==> config.mk <==
export PLATFORM = sky130hd
export DESIGN_NAME = flux_pulse_gen
export DESIGN_NICKNAME = d
export VERILOG_FILES = /design/src/rtl/flux_pkg.sv /design/src/rtl/flux_prescaler.sv /design/src/rtl/flux_fetch.sv /design/src/rtl/flux_period_ctr.sv /design/src/rtl/flux_pulse_gen.sv
export SDC_FILE = /design/constraint.sdc
export NUM_CORES = 1
export LEC_CHECK = 0
export ABC_AREA = 1
export BUFFER_PORTS_ARGS = -buffer_cell sky130_fd_sc_hd__buf_2
export CAP_MARGIN = 25
export CORE_ASPECT_RATIO = 1.4
export CORE_MARGIN = 2
export CORE_UTILIZATION = 55
export CTS_CLUSTER_DIAMETER = 60
export DETAILED_ROUTE_END_ITERATION = 16
export GPL_TIMING_DRIVEN = 0
export PLACE_DENSITY = 0.76
export SLEW_MARGIN = 40
export SYNTH_ARGS = -nofsm -noshare
export SYNTH_HDL_FRONTEND = slang
export SYNTH_SLANG_ARGS = --single-unit
==> constraint.sdc <==
create_clock -name clk_i -period 6.4 [get_ports clk_i]
set_input_delay 0.32 -clock clk_i [delete_from_list [all_inputs] [get_ports clk_i]]
set_output_delay 0.32 -clock clk_i [all_outputs]
set_load 0.02 [all_outputs]
==> src/rtl/flux_pkg.sv <==
package flux_pkg;
  typedef enum logic [1:0] {
    ST_OFF,
    ST_PRIME,
    ST_RUN
  } fetch_st_e;
endpackage

==> src/rtl/flux_prescaler.sv <==
module flux_prescaler #(
  parameter int PSC_W = 8
) (
  input  logic             clk_i,
  input  logic             rst_ni,
  input  logic             run_i,
  input  logic [PSC_W-1:0] div_i,
  output logic             tick_o
);
  logic [PSC_W-1:0] cnt_q;

  assign tick_o = run_i && (cnt_q == div_i);

  always_ff @(posedge clk_i or negedge rst_ni) begin
    if (!rst_ni)      cnt_q <= '0;
    else if (!run_i)  cnt_q <= '0;
    else if (tick_o)  cnt_q <= '0;
    else              cnt_q <= cnt_q + 1'b1;
  end


  psc_range_chk: assert property (@(posedge clk_i) disable iff (!rst_ni)
    run_i |-> cnt_q <= div_i);

  psc_space_chk: assert property (@(posedge clk_i) disable iff (!rst_ni)
    (tick_o && div_i != '0) |=> !tick_o);
endmodule

==> src/rtl/flux_fetch.sv <==
module flux_fetch
  import flux_pkg::*;
#(
  parameter int CNT_W  = 16,
  parameter int ADDR_W = 6
) (
  input  logic              clk_i,
  input  logic              rst_ni,
  input  logic              en_i,
  input  logic              reload_i,
  input  logic [CNT_W-1:0]  rd_data_i,
  output logic              rd_en_o,
  output logic [ADDR_W-1:0] rd_addr_o,
  output logic              run_o,
  output logic              prime_o,
  output logic [CNT_W-1:0]  next_o
);
  fetch_st_e         st_q;
  logic [ADDR_W-1:0] idx_q;
  logic              pend_q;
  logic [CNT_W-1:0]  next_q;

  assign run_o     = (st_q == ST_RUN);
  assign prime_o   = (st_q == ST_PRIME);
  assign rd_addr_o = idx_q;
  // bypass: a read still in flight is the freshest entry
  assign next_o    = pend_q ? rd_data_i : next_q;

  always_comb begin
    rd_en_o = 1'b0;
    if (en_i) begin
      unique case (st_q)
        ST_OFF:   rd_en_o = 1'b1;
        ST_PRIME: rd_en_o = 1'b1;
        ST_RUN:   rd_en_o = reload_i;
        default:  rd_en_o = 1'b0;
      endcase
    end
  end

  always_ff @(posedge clk_i or negedge rst_ni) begin
    if (!rst_ni) begin
      st_q   <= ST_OFF;
      idx_q  <= '0;
      pend_q <= 1'b0;
      next_q <= '0;
    end else if (!en_i) begin
      st_q   <= ST_OFF;
      idx_q  <= '0;
      pend_q <= 1'b0;
    end else begin
      unique case (st_q)
        ST_OFF:   st_q <= ST_PRIME;
        ST_PRIME: st_q <= ST_RUN;
        default:  st_q <= st_q;
      endcase
      if (rd_en_o) idx_q <= idx_q + 1'b1;
      pend_q <= rd_en_o;
      if (pend_q) next_q <= rd_data_i;
    end
  end


  addr_step_chk: assert property (@(posedge clk_i) disable iff (!rst_ni)
    rd_en_o |=> rd_addr_o == ADDR_W'($past(rd_addr_o) + 1'b1));

  off_rewind_chk: assert property (@(posedge clk_i) disable iff (!rst_ni)
    !en_i |=> (rd_addr_o == '0) && !run_o);

  prime_seq_chk: assert property (@(posedge clk_i) disable iff (!rst_ni)
    (prime_o && en_i) |=> run_o);
endmodule

==> src/rtl/flux_period_ctr.sv <==
module flux_period_ctr #(
  parameter int CNT_W = 16
) (
  input  logic             clk_i,
  input  logic             rst_ni,
  input  logic             run_i,
  input  logic             prime_i,
  input  logic             tick_i,
  input  logic [CNT_W-1:0] next_i,
  input  logic [CNT_W-1:0] pulse_w_i,
  output logic             reload_o,
  output logic             active_o
);
  logic [CNT_W-1:0] cnt_q;
  logic [CNT_W-1:0] cur_q;
  logic [CNT_W-1:0] eff;

  // clamp keeps at least one inactive tick after every pulse
  assign eff      = (cur_q < pulse_w_i) ? pulse_w_i : cur_q;
  assign reload_o = run_i && tick_i && (cnt_q >= eff);
  assign active_o = run_i && (cnt_q < pulse_w_i);

  always_ff @(posedge clk_i or negedge rst_ni) begin
    if (!rst_ni) begin
      cnt_q <= '0;
      cur_q <= '0;
    end else if (prime_i) begin
      cnt_q <= '0;
      cur_q <= next_i;
    end else if (!run_i) begin
      cnt_q <= '0;
    end else if (tick_i) begin
      if (reload_o) begin
        cnt_q <= '0;
        cur_q <= next_i;
      end else begin
        cnt_q <= cnt_q + 1'b1;
      end
    end
  end


  cnt_bound_chk: assert property (@(posedge clk_i) disable iff (!rst_ni)
    run_i |-> cnt_q <= eff);

  gap_chk: assert property (@(posedge clk_i) disable iff (!rst_ni)
    reload_o |-> !active_o);
endmodule

==> src/rtl/flux_pulse_gen.sv <==
module flux_pulse_gen #(
  parameter int CNT_W  = 16,
  parameter int ADDR_W = 6,
  parameter int PSC_W  = 8
) (
  input  logic              clk_i,
  input  logic              rst_ni,
  input  logic              en_i,
  input  logic [PSC_W-1:0]  psc_i,
  input  logic [CNT_W-1:0]  pulse_w_i,
  input  logic [CNT_W-1:0]  rd_data_i,
  output logic              rd_en_o,
  output logic [ADDR_W-1:0] rd_addr_o,
  output logic              wdata_no
);
  logic             run;
  logic             prime;
  logic             tick;
  logic             reload;
  logic             active;
  logic [CNT_W-1:0] next_val;

  flux_prescaler #(.PSC_W(PSC_W)) i_psc (
    .clk_i  (clk_i),
    .rst_ni (rst_ni),
    .run_i  (run),
    .div_i  (psc_i),
    .tick_o (tick)
  );

  flux_fetch #(.CNT_W(CNT_W), .ADDR_W(ADDR_W)) i_fetch (
    .clk_i     (clk_i),
    .rst_ni    (rst_ni),
    .en_i      (en_i),
    .reload_i  (reload),
    .rd_data_i (rd_data_i),
    .rd_en_o   (rd_en_o),
    .rd_addr_o (rd_addr_o),
    .run_o     (run),
    .prime_o   (prime),
    .next_o    (next_val)
  );

  flux_period_ctr #(.CNT_W(CNT_W)) i_ctr (
    .clk_i     (clk_i),
    .rst_ni    (rst_ni),
    .run_i     (run),
    .prime_i   (prime),
    .tick_i    (tick),
    .next_i    (next_val),
    .pulse_w_i (pulse_w_i),
    .reload_o  (reload),
    .active_o  (active)
  );

  assign wdata_no = !active;


  idle_out_chk: assert property (@(posedge clk_i) disable iff (!rst_ni)
    !run |-> wdata_no);

  idle_rd_chk: assert property (@(posedge clk_i) disable iff (!rst_ni)
    !en_i |-> !rd_en_o);
endmodule

Yosys cells after proc, flatten, opt, wreduce, memory -nomap -nowiden
Index checks and enable logic that the tools add are counted.
Storage, ports and cells
  register bits: 65
  bits of input ports: 43
  output and inout port bits: 8
  logic and storage cells: 49
Cells by class
  add/sub/neg operators: 3
  magnitude comparators: 3
  equal/unequal tests: 6
  mux-type cells: 19
  reductions and logical operators: 11
Operator list (number)
  16-bit two-way mux: 10
  16-bit < comparator: 2
  16-bit by 1-bit adder with 16-bit output, second input constant: 1
  16-bit >= comparator: 1
  8-bit two-way mux: 2
  6-bit two-way mux: 2
  8-bit by 1-bit adder with 8-bit output, second input constant: 1
  8-bit equality test: 1
  6-bit by 1-bit adder with 6-bit output, second input constant: 1
  2-bit nonzero test: 3
  1-bit logical AND: 4
  2-bit case mux with 2 select lines: 1
  3-bit by 1-bit inequality test with 1-bit output, second input constant: 1
  3-bit inequality test, second input constant: 1
  3-bit AND reduction: 1
  2-bit by 1-bit equality test with 1-bit output, second input constant: 1
  2-bit equality test, second input constant: 1
  2-bit logical NOT: 1
  1-bit two-way mux: 2
  2-bit two-way mux: 1
  2-bit by 1-bit inequality test with 1-bit output, second input constant: 1
  1-bit case mux with 2 select lines: 1
  2-bit OR reduction: 1
  1-bit logical NOT: 1

Longest topological paths before layout
  depth in word-level cells: 8
  mapped depth: 27
  gate-level depth less buffers: 25

Modules after synthesis
From an unflattened synthesis, not the netlist that was laid out.
Second synthesis, totals
  cells, all modules: 679
  area total of the unflattened synthesis: 4812.1 um2
Modules (own cells, without submodules)
  flux_period_ctr: instances 1, cells each 449, area an instance 3085.5 um2, seq. area each 800.8 um2
  flux_fetch: instances 1, cells each 158, area an instance 1208.7 um2, seq. area each 625.6 um2
  flux_prescaler: instances 1, cells each 71, area an instance 514.2 um2, seq. area each 200.2 um2
  flux_pulse_gen: instances 1, cells each 1, area an instance 3.8 um2, seq. area each 0.0 um2

Least setup slack after synthesis
Ideal clock, no wire load.
  kind: register to output
  start: register i_ctr.cur_q[5]
  end: output rd_en_o
  arrival: 2.880 ns
  required time: 6.080 ns
  setup slack: 3.200 ns
  cell stages (with the launch flop): 23
  path buffers: 1
  cells stage by stage: dfrtp_1 -> ha_1 -> a21oi_1 -> nand3b_1 -> nand2_1 -> o21ai_0 -> nand2_1 -> clkbuf_1 -> nand2_1 -> o21ai_0 -> ha_1 -> nand2_1 -> inv_1 -> nand2_1 -> nor2_1 -> nor2_1 -> nand2_1 -> nand2_1 -> nand2_1 -> nand2_4 -> nand2_4 -> nand2_1 -> nor2_1
Between the ends
  word-level cells in the longest chain between the ends: 6
RTL lines
  start, declared: line flux_period_ctr.sv:15  | logic [CNT_W-1:0] cur_q;
  start signal, assigned: line flux_period_ctr.sv:29  | cur_q <= next_i;
  start signal, assigned: line flux_period_ctr.sv:35  | cur_q <= next_i;
  16-bit < comparator: line flux_period_ctr.sv:19  | assign eff = (cur_q < pulse_w_i) ? pulse_w_i : cur_q;
  16-bit two-way mux (*): line flux_period_ctr.sv:19
  16-bit >= comparator (*): line flux_period_ctr.sv:20  | assign reload_o = run_i && tick_i && (cnt_q >= eff);
  1-bit logical AND (*): line flux_period_ctr.sv:20
  1-bit case mux with 2 select lines (*): line flux_fetch.sv:32  | unique case (st_q)
  1-bit two-way mux (*): line flux_fetch.sv:31  | if (en_i) begin
  end, declared: line flux_pulse_gen.sv:12  | output logic rd_en_o,
Every way passes the cells marked *; elsewhere a longest branch is shown, timed or not.

Worst setup path in the final report
  start: register i_ctr.cur_q[15]
  end: output rd_en_o
The elaborated chain is that of the path after synthesis.

==> flow_metrics.tcl <==
set metrics [dict create \
    total_power_mw 1.70 \
    grt_pass1_wl_mm 17.9 \
    vias 4092 \
    crit_fanout 10 \
    slew_viol_final 0 \
    initial_core_util_pct 56.6 \
    clk_pin_slew_worst_paths_ns 0.05 \
    crit_type "register to output pin" \
    drc_errors 0 \
    ios 51 \
    post-route-util_pct 65.7 \
    cts_tree "done" \
    finalClockSkew_ns 0.00516 \
    die_h_um 113 \
    synth_ff_type "dfrtp_1" \
    use_met3_pct 2.81 \
    top_usage_layer "met2" \
    path_cells "ha_1 -> nand2_1 -> inv_1 -> nand3_1 -> nor3_1 -> o21ai_0 -> nand2_1 -> clkbuf_1 -> o21ai_0 -> ha_1 -> nand2_1 -> inv_1 -> nand2_1 -> nor2_1 -> nor2_1 -> nand2_1 -> nand2_1 -> nand2_1 -> nand2_4 -> nand2_4 -> nand2_1 -> nor2_1 -> buf_2" \
    yosysMostFrequentCell "nand2_1" \
    insertion_delay_ns 0.34 \
    power_density_mw_per_mm2 316 \
    drv_cap 0 \
    hp-class "primary input to register" \
    worstReg2RegStart "i_ctr.cur_q[15]$_DFFE_PN0P_" \
    path_delay_family "simple AND/OR/NAND/NOR gates" \
    synth.top_cell.area_share_pct 35.0 \
    hold_viol 0 \
    dieArea_mm2 0.00920 \
    antenna_found_initial 0 \
    path_common_cell "nand2_1" \
    drt-initial-drc-count 182 \
    finalNonFillerCells 761 \
    outcome "completed" \
    rsz0062_at_grt "false" \
    crit_buf_inv 4 \
    ant_nets 0 \
    syn_area_mm2 0.00464 \
    die_w_um 81.6 \
    grt.met2_usage_pct 46.0 \
    slowest_stage "dfrtp_1" \
    area_delta_synth_final_pct 16.0 \
    cts_buffer_depth 2 \
    yosysUniqueCellTypes 32 \
    cts_sinks 65 \
    cts.htree.levels 3 \
    fin_ws_ns 2.23 \
    crit_path_end_kind "output pin" \
    numCtsBuffers 9 \
    cp.required_ns 6.08 \
    crit_arrival_ns 3.85 \
    yosys.area.top_type "dfrtp_1" \
    grtUsageMet1_pct 28.3 \
    routed_via_density 5.38 \
    synth-seq-area-share_pct 35.0 \
    track_usage_pct 25.0 \
    startpoint "i_ctr.cur_q[15]$_DFFE_PN0P_" \
    setup-tns-final_ns 0 \
    fmax_mhz 240 \
    slew_headroom_pct 65.5 \
    synth-edff-count 0 \
    place.gp.congestion 0.919 \
    layout-drive-gt1-share_pct 15.3 \
    fin_nets 750 \
    postSynthCellCount 591 \
    io_buffer_count 50 \
    pre_cts_ws_ns 2.49 \
    max_stage_delay_ns 0.39 \
    dpl.cell_count 744 \
    worst_pin_slew_ns 0.518 \
    grt_pass1_vias 4137 \
    period_needed_ns 4.17 \
    yosysWarnings 0 \
    synth.area.top_cells "dfrtp_1 35%, ha_1 14%, nand2_1 11%" \
    grt_start_max_net_pins 42 \
    grt_overflow 0 \
    setup_viol 0 \
    synth-async-reset-ratio_pct 100 \
    wl_per_cell_um 13.5 \
    peakVddDrop_mv 0.265 \
    synth_commonest_cells "130 x nand2_1, 98 x inv_1, 65 x dfrtp_1" \
    row_count 39 \
    p_leak_nw 2.92 \
    cts_root_buf "clkbuf_16" \
    wl_mm 10.3 \
    hold_start "en_i" \
    synth-seq-cells 65 \
    syn_avg_cell_area_um2 7.85 \
    finalCritPeriodShare_pct 65.2 \
    dpl.hpwl_mm 8.26 \
    synthesis.nets 687 \
    diodes 0 \
    design.core.area_mm2 0.00820 \
    drt_first_pass_iters 4 \
    start_kind "register" \
]
## per-stage QoR
stage	cell area [um^2]	hold slack (ns)
2_1_floorplan	4640	0.0244
3_3_place_gp	5020	0.467
3_5_place_dp	5040	0.254
4_1_cts	5380	0.265
5_1_grt	5380	0.304
6_report	5380	0.268
## worst register-to-register path, stage by stage, from the launching register on
cell and delay (ns):
dfrtp_1 0.39, ha_1 0.30, nand2_1 0.07, inv_1 0.05, nand3_1 0.09, nor3_1 0.16, o21ai_0 0.14, nand2_1 0.17
clkbuf_1 0.37, o21ai_0 0.17, ha_1 0.31, nand2_1 0.07, inv_1 0.04, nand2_1 0.08, nor2_1 0.05, nor2_1 0.07
nand2_1 0.09, nand2_1 0.07, nand2_1 0.07, nand2_4 0.12, nand3_1 0.11, buf_2 0.22, nor3_2 0.20
## final cells by class
type | count | area, um^2
Timing Repair Buffer | 52 | 283
Sequential cell | 65 | 1630
Tap cell | 102 | 128
Fill cell | 701 | 2820
Clock buffer | 12 | 256
Clock inverter | 4 | 75.1
Buffer | 16 | 95.1
Inverter | 99 | 372
Multi-Input combinational cell | 411 | 2550
## cells by family (layout without fill, tap and decap cells)
logic type / count (synthesis) / in the layout / share of synthesized area [%]
adder cells (fa/ha/maj): 53 / 53 / 14.3
multiplexers: 16 / 16 / 3.45
flip-flops: 65 / 65 / 35.0
XOR/XNOR: 14 / 14 / 2.64
buffers and inverters: 115 / 183 / 10.1
AND/OR/NAND/NOR: 231 / 231 / 22.5
AO/OA/AOI/OAI: 97 / 97 / 12.0
## per-layer routing
metal  part of all wire [%]  up-vias
met5                      0        -
met4                    2.3        0
met3                    2.9       18
met2                     53       71
met1                     41     1943
li1                       -     2060
## where the power goes
part	total [mW]	internal, mW	switching [mW]	leakage, nW
logic	0.594	0.227	0.368	1.91
registers	0.564	0.498	0.0660	0.860
clock network	0.542	0.362	0.180	0.155
## worst paths after layout
check                                                         to  slack, ns  cells past startpoint
min in group asynchronous             i_ctr.cnt_q[3]$_DFFE_PN0P_       0.43                      2
worst max-delay path                                     rd_en_o       2.23                     23
worst min register to register    i_fetch.next_q[15]$_DFFE_PN0P_       0.49                      2
worst max register to register        i_ctr.cnt_q[4]$_DFFE_PN0P_       2.89                     22
worst min-delay path            i_fetch.rd_addr_o[0]$_DFFE_PN0P_       0.27                      3
max in group asynchronous            i_ctr.cur_q[15]$_DFFE_PN0P_       5.45                      3
## flip-flops by register name (all words and copies together), names as in the netlist
register	flops
i_fetch.next_q	16
i_fetch.pend_q	1
i_fetch.rd_addr_o	6
i_fetch.st_q	2
i_ctr.cnt_q	16
i_ctr.cur_q	16
i_psc.cnt_q	8
## placed cells by master, fill, tap and decap left out, types with 8 or more instances in the layout
cell type / count
clkbuf_1: 8
o21ai_0: 48
nor3_1: 8
nor2_1: 29
xor2_1: 10
clkbuf_16: 9
inv_1: 98
mux2i_1: 16
o21ai_2: 16
ha_1: 53
buf_2: 52
nand2_1: 130
dfrtp_1: 65
nand4_1: 24
nand3_1: 26
a21oi_1: 27
## repair_timing
| item | CTS | global route |
|---|---|---|
| resized for setup | 0 | 0 |
| endpoints found under the hold margin | 24 | 0 |
| buffers inserted | 0 | 0 |
| hold buffers | 1 | 0 |
(Power assumes the default switching activity.)
